### src/rtl/skip_seq_pkg.sv
package skip_seq_pkg;
  typedef enum logic [1:0] {
    LD_NONE  = 2'd0,
    LD_PLAIN = 2'd1,
    LD_FAST  = 2'd2,
    LD_EXEC  = 2'd3
  } load_e;
endpackage

### src/rtl/skip_cmd_dec.sv
module skip_cmd_dec
  import skip_seq_pkg::*;
(
  input  logic  live,
  input  logic  cmd_skip,
  input  logic  cmd_fskip,
  input  logic  cmd_exec,
  input  logic  br_take,
  input  logic  dec_wr_en,
  input  logic  dec_flag_en,
  output load_e load_kind,
  output logic  br_live,
  output logic  wr_en,
  output logic  flag_en
);
  always_comb begin
    load_kind = LD_NONE;
    if (live) begin
      if (cmd_exec)       load_kind = LD_EXEC;
      else if (cmd_fskip) load_kind = LD_FAST;
      else if (cmd_skip)  load_kind = LD_PLAIN;
    end
  end

  assign br_live = live && br_take && (load_kind == LD_NONE);
  assign wr_en   = live && dec_wr_en;
  assign flag_en = live && dec_flag_en;
endmodule

### src/rtl/skip_run_len.sv
module skip_run_len #(
  parameter int MAXRUN = 7,
  localparam int RUNW  = $clog2(MAXRUN + 1)
) (
  input  logic [MAXRUN-1:0] vec,
  output logic [RUNW-1:0]   run
);
  logic [MAXRUN-1:0] prefix;

  assign prefix[0] = vec[0];
  for (genvar i = 1; i < MAXRUN; i++) begin : g_pre
    assign prefix[i] = prefix[i-1] & vec[i];
  end

  always_comb begin
    run = '0;
    for (int k = 0; k < MAXRUN; k++) begin
      run = run + RUNW'(prefix[k]);
    end
  end
endmodule

### src/rtl/skip_next_pc.sv
module skip_next_pc
  import skip_seq_pkg::*;
#(
  parameter int PCW      = 16,
  parameter int MASKW    = 32,
  parameter int LOCAL_AW = 10,
  parameter int EXEC_TW  = 9,
  parameter int MAXRUN   = 7,
  localparam int RUNW    = $clog2(MAXRUN + 1)
) (
  input  logic [PCW-1:0]   pc_q,
  input  logic [MASKW-1:0] mask_q,
  input  logic             fast_q,
  input  load_e            load_kind,
  input  logic [MASKW-1:0] cmd_arg,
  input  logic             br_live,
  input  logic             br_abs,
  input  logic [PCW-1:0]   br_target,
  output logic [PCW-1:0]   pc_n,
  output logic [MASKW-1:0] mask_n,
  output logic             fast_n
);
  logic [MASKW-1:0] mask_after;
  logic [PCW-1:0]   pc_seq;
  logic [PCW-1:0]   land;
  logic             land_local;
  logic             do_fast;
  logic [RUNW-1:0]  run;
  logic [RUNW-1:0]  step;

  function automatic logic is_local(input logic [PCW-1:0] a);
    return (a >> LOCAL_AW) == '0;
  endfunction

  assign mask_after = mask_q >> 1;
  assign pc_seq     = pc_q + PCW'(1);
  assign land       = br_live ? br_target : pc_seq;
  assign land_local = is_local(land);
  assign do_fast    = fast_q && land_local && !(br_live && br_abs);

  skip_run_len #(.MAXRUN(MAXRUN)) u_run (
    .vec (mask_after[MAXRUN-1:0]),
    .run (run)
  );

  assign step = do_fast ? run : '0;

  always_comb begin
    pc_n   = pc_seq;
    mask_n = mask_after;
    fast_n = 1'b0;
    unique case (load_kind)
      LD_PLAIN: begin
        pc_n   = pc_seq;
        mask_n = cmd_arg;
        fast_n = 1'b0;
      end
      LD_FAST: begin
        pc_n   = pc_seq;
        mask_n = cmd_arg;
        fast_n = is_local(pc_seq);
      end
      LD_EXEC: begin
        pc_n   = PCW'(cmd_arg[EXEC_TW-1:0]);
        mask_n = cmd_arg >> EXEC_TW;
        fast_n = is_local(PCW'(cmd_arg[EXEC_TW-1:0]));
      end
      default: begin
        pc_n   = land + PCW'(step);
        mask_n = mask_after >> step;
        fast_n = fast_q && is_local(land + PCW'(step));
      end
    endcase
  end
endmodule

### src/rtl/skip_seq.sv
module skip_seq
  import skip_seq_pkg::*;
#(
  parameter int PCW      = 16,
  parameter int MASKW    = 32,
  parameter int LOCAL_AW = 10,
  parameter int EXEC_TW  = 9,
  parameter int MAXRUN   = 7
) (
  input  logic             clk,
  input  logic             rst_n,
  input  logic             cmd_skip,
  input  logic             cmd_fskip,
  input  logic             cmd_exec,
  input  logic [MASKW-1:0] cmd_arg,
  input  logic             br_take,
  input  logic             br_abs,
  input  logic [PCW-1:0]   br_target,
  input  logic             dec_wr_en,
  input  logic             dec_flag_en,
  output logic [PCW-1:0]   pc,
  output logic             slot_go,
  output logic             slot_cancel,
  output logic             local_region,
  output logic             wr_en,
  output logic             flag_en,
  output logic             abs_err,
  output logic             skip_active
);
  logic [PCW-1:0]   pc_q, pc_n;
  logic [MASKW-1:0] mask_q, mask_n;
  logic             fast_q, fast_n;
  load_e            load_kind;
  logic             br_live;

  assign slot_cancel  = mask_q[0];
  assign slot_go      = !mask_q[0];
  assign local_region = (pc_q >> LOCAL_AW) == '0;
  assign skip_active  = |mask_q;
  assign pc           = pc_q;

  skip_cmd_dec u_dec (
    .live        (slot_go),
    .cmd_skip    (cmd_skip),
    .cmd_fskip   (cmd_fskip),
    .cmd_exec    (cmd_exec),
    .br_take     (br_take),
    .dec_wr_en   (dec_wr_en),
    .dec_flag_en (dec_flag_en),
    .load_kind   (load_kind),
    .br_live     (br_live),
    .wr_en       (wr_en),
    .flag_en     (flag_en)
  );

  skip_next_pc #(
    .PCW(PCW), .MASKW(MASKW), .LOCAL_AW(LOCAL_AW),
    .EXEC_TW(EXEC_TW), .MAXRUN(MAXRUN)
  ) u_next (
    .pc_q      (pc_q),
    .mask_q    (mask_q),
    .fast_q    (fast_q),
    .load_kind (load_kind),
    .cmd_arg   (cmd_arg),
    .br_live   (br_live),
    .br_abs    (br_abs),
    .br_target (br_target),
    .pc_n      (pc_n),
    .mask_n    (mask_n),
    .fast_n    (fast_n)
  );

  assign abs_err = br_live && br_abs && local_region && mask_q[1];

  always_ff @(posedge clk or negedge rst_n) begin
    if (!rst_n) begin
      pc_q   <= '0;
      mask_q <= '0;
      fast_q <= 1'b0;
    end else begin
      pc_q   <= pc_n;
      mask_q <= mask_n;
      fast_q <= fast_n;
    end
  end
endmodule

### config.mk
export PLATFORM = sky130hd
export DESIGN_NAME = skip_seq
export DESIGN_NICKNAME = d
export VERILOG_FILES = /design/src/rtl/skip_seq_pkg.sv /design/src/rtl/skip_cmd_dec.sv /design/src/rtl/skip_run_len.sv /design/src/rtl/skip_next_pc.sv /design/src/rtl/skip_seq.sv
export SDC_FILE = /design/constraint.sdc
export NUM_CORES = 1
export LEC_CHECK = 0
export ABC_AREA = 1
export BUFFER_PORTS_ARGS = -buffer_cell sky130_fd_sc_hd__buf_4
export CORE_MARGIN = 2
export CORE_UTILIZATION = 52
export CTS_CLUSTER_SIZE = 20
export DETAILED_ROUTE_END_ITERATION = 12
export PLACE_DENSITY = 0.85
export SLEW_MARGIN = 25
export SYNTH_ARGS = -nofsm -noshare
export SYNTH_HDL_FRONTEND = slang
export SYNTH_SLANG_ARGS = --single-unit
### constraint.sdc
create_clock -name clk -period 4.45 [get_ports clk]
set_clock_uncertainty 0.05 [all_clocks]
set_input_delay 0.6675 -clock clk [delete_from_list [all_inputs] [get_ports clk]]
set_output_delay 0.6675 -clock clk [all_outputs]
set_load 0.005 [all_outputs]
== Yosys cells after proc, flatten, opt, wreduce, memory -nomap -nowiden ==
Cells that the tools add are included.

* Add/subtract/negate cells: 8
* Equal/unequal tests: 3
* Shifts and indexed selects: 1
* Mux-type cells: 9
* Bitwise gates (word level): 6
* Reduce and logical (&&, ||, !) cells: 19

{| class="wikitable"
|+ Operator list
! kind !! count
|-
| $logic_not 16->1 || 4
|-
| $pmux 32 s2 || 1
|-
| $pmux 16 s2 || 1
|-
| $reduce_or 32->1 || 1
|-
| $shr 31x3->32 || 1
|-
| $add 16x1->16 const B || 1
|-
| $add 16x3->16 || 1
|-
| $mux 16 || 1
|-
| $add 3x1->3 || 4
|-
| $logic_and 1x1->1 || 10
|-
| $and 1x1->1 || 6
|-
| $mux 2 || 3
|-
| $eq 2x2->1 const B || 2
|-
| $add 2x1->3 || 1
|-
| $mux 3 || 1
|-
| $pmux 1 s3 || 1
|-
| $add 1x1->2 || 1
|-
| $eq 2x1->1 const B || 1
|-
| $logic_not 1->1 || 2
|-
| $logic_not 2->1 || 1
|-
| $reduce_or 2->1 || 1
|-
| $mux 1 || 1
|}

* Flip-flop bits (word level): 49
* Input bits: 57
* Output and inout bits: 23
* Word-level logic and storage cells: 49

== Longest topological paths before layout ==
Gate-level depths: netlist of run 1.

* Word-level depth: 15
* Depth in mapped cells: 28
* Mapped depth without buffers: 27

== Hierarchy ==
Synthesis of run 1 repeated with hierarchy kept, for this count alone.

* Cell total of the unflattened synthesis: 702
* Area total of the unflattened synthesis: 4,573.1 um^2

{| class="wikitable"
|+ Modules (own cells, without submodules)
! module !! times used !! cells each !! area an instance (um^2) !! seq. area each (um^2)
|-
| skip_next_pc || 1 || 571 || 2,949.1 || 0.0
|-
| skip_seq || 1 || 101 || 1,438.9 || 1,226.2
|-
| skip_run_len || 1 || 17 || 130.1 || 0.0
|-
| skip_cmd_dec || 1 || 13 || 55.1 || 0.0
|}

== Worst setup path after synthesis of run 1 ==
OpenSTA, ideal clock, no wires.

* Path kind: register to register
* Start: register mask_q[2]
* End: register fast_q
* Setup time: 116 ps
* Data arrival time: 4,068 ps
* Data required time: 4,284 ps
* Path slack: 215 ps
* Cell stages (with the launch flop): 23
* Path buffers: 2
* Period minus slack after synthesis: 4,235 ps
* Cells stage by stage: dfrtp_1 -> nand2_1 -> nor2_1 -> nand2_1 -> inv_1 -> ha_1 -> fa_1 -> fa_1 -> inv_1 -> fa_1 -> nand3b_4 -> buf_2 -> fa_1 -> nor2_1 -> o21a_1 -> buf_4 -> nand2_1 -> nor2_1 -> nand3_1 -> xor2_1 -> nor2_1 -> nand2_1 -> nand2_1

* Longest elaborated chain between the ends: 12
* Elaborated cells between the ends (all ways): 17
* Those cells by class: 7 x add/sub; 2 x mux; 6 x bitwise; 2 x reduce/logical

{| class="wikitable"
|+ RTL lines
! element !! RTL line !! RTL
|-
| start, declared || skip_seq.sv:31 || <nowiki>logic [MASKW-1:0] mask_q, mask_n;</nowiki>
|-
| start signal, assigned || skip_seq.sv:82 || <nowiki>mask_q <= mask_n;</nowiki>
|-
| $and 1x1->1 (*) || skip_run_len.sv:12 || <nowiki>assign prefix[i] = prefix[i-1] & vec[i];</nowiki>
|-
| $add 1x1->2 or $and 1x1->1 (tied branches) || skip_run_len.sv:18, skip_run_len.sv:12 ||
|-
| $add 2x1->3 or $and 1x1->1 (tied branches) || skip_run_len.sv:18, skip_run_len.sv:12 ||
|-
| $add 3x1->3 or $and 1x1->1 (tied branches) (3 in a row) || skip_run_len.sv:18, skip_run_len.sv:12 ||
|-
| $add 3x1->3 (*) || skip_run_len.sv:18 || <nowiki>run = run + RUNW'(prefix[k]);</nowiki>
|-
| $mux 3 (*) || skip_next_pc.sv:46 || <nowiki>assign step = do_fast ? run : '0;</nowiki>
|-
| $add 16x3->16 (*) || skip_next_pc.sv:71 || <nowiki>fast_n = fast_q && is_local(land + PCW'(step));</nowiki>
|-
| $logic_not 16->1 (*) || skip_next_pc.sv:32 || <nowiki>return (a >> LOCAL_AW) == '0;</nowiki>
|-
| $logic_and 1x1->1 (*) || skip_next_pc.sv:71 ||
|-
| $pmux 1 s3 (*) || skip_next_pc.sv:52 || <nowiki>unique case (load_kind)</nowiki>
|-
| named net fast_n || skip_seq.sv:32 || <nowiki>logic fast_q, fast_n;</nowiki>
|-
| end signal, assigned || skip_seq.sv:83 || <nowiki>fast_q <= fast_n;</nowiki>
|-
| end, declared || skip_seq.sv:32 ||
|}

Mark *: on every way through the listed nets, which the timed path passes. The rest lies on a longest branch.

== Final worst setup path of run 1 ==
* Start: register mask_q[1]
* End: register fast_q

* Longest elaborated chain between the ends: 12
* Elaborated cells between the ends (all ways): 17
* Those cells by class: 7 x add/sub; 2 x mux; 6 x bitwise; 2 x reduce/logical

{| class="wikitable"
|+ RTL lines
! element !! RTL line
|-
| $and 1x1->1 || skip_run_len.sv:12
|-
| $add 1x1->2 or $and 1x1->1 (tied branches) || skip_run_len.sv:18, skip_run_len.sv:12
|-
| $add 2x1->3 or $and 1x1->1 (tied branches) || skip_run_len.sv:18, skip_run_len.sv:12
|-
| $add 3x1->3 or $and 1x1->1 (tied branches) (3 in a row) || skip_run_len.sv:18, skip_run_len.sv:12
|-
| $add 3x1->3 (*) || skip_run_len.sv:18
|-
| $mux 3 (*) || skip_next_pc.sv:46
|-
| $add 16x3->16 (*) || skip_next_pc.sv:71
|-
| $logic_not 16->1 (*) || skip_next_pc.sv:32
|-
| $logic_and 1x1->1 (*) || skip_next_pc.sv:71
|-
| $pmux 1 s3 (*) || skip_next_pc.sv:52
|-
| named net fast_n || skip_seq.sv:32
|}

Marks and branches as above.

==> results.json, run 1 <==
{
  "overflow": 0,
  "synth_nets": 755,
  "reg2reg_depth": 20,
  "clock_sinks": 49,
  "start_util": 0.529,
  "max_clock_freq_mhz": 240,
  "layout_commonest_cell": "nand3_1",
  "cts_buffers": 5,
  "status": "finished clean",
  "cts_hold_buf": 0,
  "crit_buf_inv": 2,
  "nets": 822,
  "synthXorXnorAreaFrac": 0.00766,
  "yosys.area_share.simple": 0.500,
  "arrival_ns": 4.37,
  "grt_max_degree": 50,
  "syn-instance-count": 685,
  "vdd_drop_max_uv": 321,
  "clk_pin_slew_ns": 0.10,
  "synth_warnings": 0,
  "synthArstFlopShare": 1.00,
  "mostFrequentLayoutCells": "nand3_1 (177), nand2_1 (174), buf_4 (96), dfrtp_1 (49), inv_1 (48)",
  "synth-adder-area-share": 0.0422,
  "slowest_stage": "fa_1",
  "die_area_um2": 9560,
  "cts_root_buffer": "clkbuf_8",
  "antenna_cells": 0,
  "synth_compound_area_frac": 0.0879,
  "syn-cell-area_um2": 4570,
  "path_max_fanout": 4,
  "grt_pass1_vias": 5117,
  "synth_top_family_by_area": "simple AND/OR/NAND/NOR gates",
  "post-route-period-util": 0.937,
  "wl_met2_mm": 7.37,
  "regToRegStartpoint": "mask_q[1]",
  "setup_viol": 0,
  "wl_met1_mm": 5.68,
  "rows": 34,
  "cp_cell_sequence": "nand2_1 > nor2_4 > nand2_1 > inv_1 > ha_1 > fa_1 > fa_1 > inv_1 > fa_1 > nand3b_4 > fa_2 > nor2_2 > o21a_1 > nand2_1 > nor2_2 > nand3_1 > xor2_2 > nor2_1 > nand2_1 > nand2_1",
  "initialDrtViolationCount": 541,
  "drtAntennaViolNets": 0,
  "finalHoldViolations": 0,
  "die_y_um": 97.8,
  "period_minus_slack_ns": 4.17,
  "cpLargestDelayFamily": "adder cells",
  "worst-r2r-setup-slack_ns": 0.28,
  "wl_per_cell_um": 17.8,
  "core-area_um2": 8640,
  "synth_edf_count": 0,
  "tightest_slew_ns": 1.00,
  "slew_headroom": 0.330,
  "vias": 5450,
  "drv_slew": 0,
  "drtPass1Iterations": 7,
  "synthFlopType": "dfrtp_1",
  "antenna_found_initial": 0,
  "htree_levels": 2,
  "end_kind": "flip-flop",
  "syn_area_per_cell_um2": 6.67,
  "finalNonFillerCells": 861,
  "wl_mm": 15.4,
  "slowest_delay_ns": 0.47,
  "yosysTopAreaCellShare": 0.268,
  "p_leak_nw": 2.58,
  "r2r_end": "fast_q",
  "hp-class": "in2async",
  "fin_area_um2": 5370,
  "grt_usage": 0.316,
  "crit_required_ns": 4.65,
  "clkLatencyLatePin_ns": 0.32,
  "setup.worst_path.class": "reg2reg",
  "place_hpwl_mm": 11.5,
  "drive_gt1_frac": 0.189,
  "cp_common_cell": "nand2_1",
  "clk_path_buf_depth": 2,
  "place_inst": 851,
  "ys_types": 43,
  "fp.dieW_um": 97.8,
  "ys_seq_elements": 49,
  "grt_pass1_wl_mm": 24.7,
  "io_pins": 80,
  "placed_cell_area_um2": 5180,
  "ys_top_cells_by_area": "dfrtp_1 (27%), nand3_1 (19%), nand2_1 (14%)",
  "synthMuxAreaShare": 0,
  "yosys.area.top_type": "dfrtp_1",
  "dr_wl_met3_mm": 1.50,
  "maxCapViolCount": 0,
  "routed.top_layer": "met4",
  "viasPerCell": 6.33,
  "io_buffers": 79,
  "cts_tree": "built",
  "drcViolationCount": 0,
  "cp-start-kind": "flip-flop",
  "yosysSeqAreaShare": 0.268,
  "power_density_nw_per_um2": 588,
  "gp_congestion": 0.970,
  "area_growth_pct": 17.4
}
[Yosys cell counts, drive strengths merged (2+ instances only)]
cell type  count
fa             4
nand3b         2
o21bai         2
nand3        180
o211ai         4
a22oi         23
nor3           3
dfrtp         49
nor2          41
buf           25
ha             9
o21ai         16
or2           10
nand4         45
a21oi          7
inv           52
xor2           3
nand2        178
clkbuf        11
nor4           9
[worst max-delay path by stage]
stage,startpoint,slack [ns],endpoint,cells after the start
detailed placement,mask_q[1],0.16,fast_q,20
global placement,mask_q[1],0.31,fast_q,20
global route,mask_q[1],-0.03,fast_q,20
finish,mask_q[1],0.28,fast_q,20
floorplan,mask_q[2],0.22,fast_q,22
CTS,mask_q[1],0.12,fast_q,20
[registers in the layout, indices dropped and copies added, names as in the netlist]
register and cells:
mask_q 32, pc 16, fast_q 1
[routing by layer]
layer / GRT usage / up-vias
met5: 0 / -
met1: 0.396 / 2480
met2: 0.516 / 392
met3: 0.0580 / 63
li1: - / 2515
met4: 0.176 / 0
[repair_timing]
| action | 4_1_cts | 5_1_grt |
|---|---|---|
| endpoints found under the hold margin | 0 | 0 |
| endpoints found under the setup margin | 0 | 5 |
| setup buffers | 0 | 2 |
| gates resized for setup | 0 | 10 |
[cells by family (layout without fill, tap and decap cells)]
family,after synthesis,after routing
xor gates and xnor gates,4,4
adders and majority gates,13,13
AOI/OAI and AO/OA,60,60
and+or+nand+nor,470,470
buffers and inverters,89,157
DFF,49,49
[per-stage QoR]
stage	TNS (ns)	power (mW)	setup WS (ns)	hold slack (ns)	utilization
floorplan	0	2.12	0.215	0.322	-
global placement	0	2.67	0.309	0.542	0.600
detailed placement	0	2.69	0.160	0.546	0.600
CTS	0	3.09	0.120	0.358	0.615
global route	-0.0373	3.39	-0.0260	0.393	0.621
finish	0	3.16	0.282	0.334	0.621
[report_power, final]
part | internal (mW) | switching [mW] | leakage, nW
sequential | 0.629 | 0.204 | 0.631
clock | 0.223 | 0.165 | 0.0681
combinational | 0.667 | 1.27 | 1.88
[area by class of cell]
type / count / area (um2)
fill: 822 / 3270
multi-input combinational: 547 / 2950
inverter: 53 / 199
timing repair buffer: 96 / 721
sequential: 49 / 1230
tap: 108 / 135
clock buffer: 5 / 68.8
clock inverter: 3 / 65.1
No activity file was read; power rests on OpenSTA's default activity.
==> inputs of run 2 (changes only) <==
--- a/config.mk
+++ b/config.mk
@@ -7,6 +7,7 @@
 export LEC_CHECK = 0
 export ABC_AREA = 1
 export BUFFER_PORTS_ARGS = -buffer_cell sky130_fd_sc_hd__buf_4
+export CORE_ASPECT_RATIO = 2
 export CORE_MARGIN = 2
 export CORE_UTILIZATION = 52
 export CTS_CLUSTER_SIZE = 20
==> results.json, run 2 (same netlist as run 1, synthesis figures left out) <==
{
  "status": "finished clean",
  "drcViolationCount": 0,
  "post-route-period-util": 0.955,
  "vias": 5576,
  "io_buffers": 79,
  "finalNonFillerCells": 855,
  "die_y_um": 137,
  "drtPass1Iterations": 5,
  "nets": 824,
  "regToRegStartpoint": "mask_q[1]",
  "clk_pin_slew_ns": 0.07,
  "slew_headroom": 0.359,
  "start_util": 0.532,
  "tightest_slew_ns": 0.956,
  "cts_hold_buf": 0,
  "place_hpwl_mm": 13.9,
  "wl_mm": 18.2,
  "cp_common_cell": "nand2_1",
  "cpLargestDelayFamily": "adder cells",
  "max_clock_freq_mhz": 235,
  "drtAntennaViolNets": 0,
  "clkLatencyLatePin_ns": 0.30,
  "setup.worst_path.class": "reg2reg",
  "cp_cell_sequence": "nand2_1 > nor2_4 > nand2_1 > inv_1 > ha_1 > fa_1 > fa_1 > inv_1 > fa_1 > nand3b_4 > fa_2 > nor2_2 > o21a_1 > buf_4 > nand4_1 > a21oi_2 > nand2_1 > nor2_1 > nand2_1 > nand2_1",
  "crit_required_ns": 4.64,
  "fp.dieW_um": 70.3,
  "placed_cell_area_um2": 5200,
  "p_leak_nw": 2.59,
  "fin_area_um2": 5410,
  "crit_path_start": "mask_q[1]",
  "grt_max_degree": 50,
  "drive_gt1_frac": 0.193,
  "gp_congestion": 0.999,
  "holdWs_ns": 0.348,
  "initialDrtViolationCount": 800,
  "antenna_found_initial": 0,
  "slowest_stage": "fa_1",
  "arrival_ns": 4.44,
  "end_kind": "flip-flop",
  "hp-class": "in2async",
  "period_minus_slack_ns": 4.25,
  "core-area_um2": 8590,
  "rows": 48,
  "setup_viol": 0,
  "antenna_cells": 0,
  "clock_sinks": 49,
  "cts_buffers": 5,
  "die_area_um2": 9600,
  "htree_levels": 2,
  "wl_per_cell_um": 21.3,
  "layout_commonest_cell": "nand3_1",
  "cts_root_buffer": "clkbuf_16",
  "grt_pass1_vias": 5345,
  "cts_tree": "built",
  "power_density_nw_per_um2": 614,
  "place_inst": 845,
  "drv_slew": 0,
  "area_growth_pct": 18.3,
  "slowest_delay_ns": 0.49,
  "vdd_drop_max_uv": 449,
  "viasPerCell": 6.52,
  "clk_path_buf_depth": 2,
  "maxCapViolCount": 0,
  "total_power_mw": 3.32,
  "grt_pass1_wl_mm": 27.8,
  "mostFrequentLayoutCells": "nand3_1 (177), nand2_1 (174), buf_4 (97), inv_1 (47), dfrtp_1 (47)",
  "largest_reg_flops": 32,
  "overflow": 0,
  "finalHoldViolations": 0,
  "path_max_fanout": 8,
  "io_pins": 80,
  "grt_usage": 0.379,
  "cp-start-kind": "flip-flop",
  "crit_buf_inv": 3,
  "regMostFlops": "mask_q"
}
run 2: area by class of cell:
type                       instances  area (um2)
tap                              100         125
clock buffer                       7         153
clock inverter                     1        5.00
sequential                        49        1230
timing repair buffer              98         748
multi-input combinational        547        2950
inverter                          53         199
fill                             862        3180
run 2: per-stage QoR:
step	utilization	setup TNS, ns	setup slack (ns)
floorplan	-	0	0.215
global placement	0.605	0	0.261
detailed placement	0.605	0	0.00630
CTS	0.624	0	0.0636
global route	0.629	-0.00714	-0.00714
finish	0.629	0	0.200
run 2: final timing paths:
check | depth (start not counted) | endpoint | slack (ns)
worst max-delay path | 20 | fast_q | 0.20
worst min-delay path | 1 | pc[1] | 0.35
worst max register to register | 20 | fast_q | 0.20
worst min register to register | 1 | pc[0] | 0.57
max in group asynchronous | 1 | mask_q[1] | 3.51
min in group clk | 3 | mask_q[29] | 0.55
run 2: worst reg2reg max path, cell delays in order, from the launching register on:
cell and delay, ns:
dfrtp_2 0.43, nand2_1 0.12, nor2_4 0.05, nand2_1 0.11, inv_1 0.06, ha_1 0.32, fa_1 0.49, fa_1 0.37
inv_1 0.07, fa_1 0.42, nand3b_4 0.20, fa_2 0.41, nor2_2 0.13, o21a_1 0.19, buf_4 0.18, nand4_1 0.15
a21oi_2 0.17, nand2_1 0.07, nor2_1 0.08, nand2_1 0.06, nand2_1 0.06
run 2: repair_timing:
action	CTS	global route
buffers inserted	0	2
pin swaps	0	2
gates resized for setup	1	11
endpoints found under the setup margin	1	10
run 2: routing by layer:
metal | track usage | vias to the layer above | wire length (um)
met5 | 0 | - | 0
met4 | 0.311 | 0 | 1780
met3 | 0.0390 | 116 | 1180
met2 | 0.673 | 347 | 9360
met1 | 0.393 | 2587 | 5890
li1 | - | 2526 | -
run 2: where the power goes:
part           switching (mW)  internal (mW)
Combinational            1.36          0.680
Clock                   0.180          0.239
Sequential              0.226          0.632
Total                    1.77           1.55
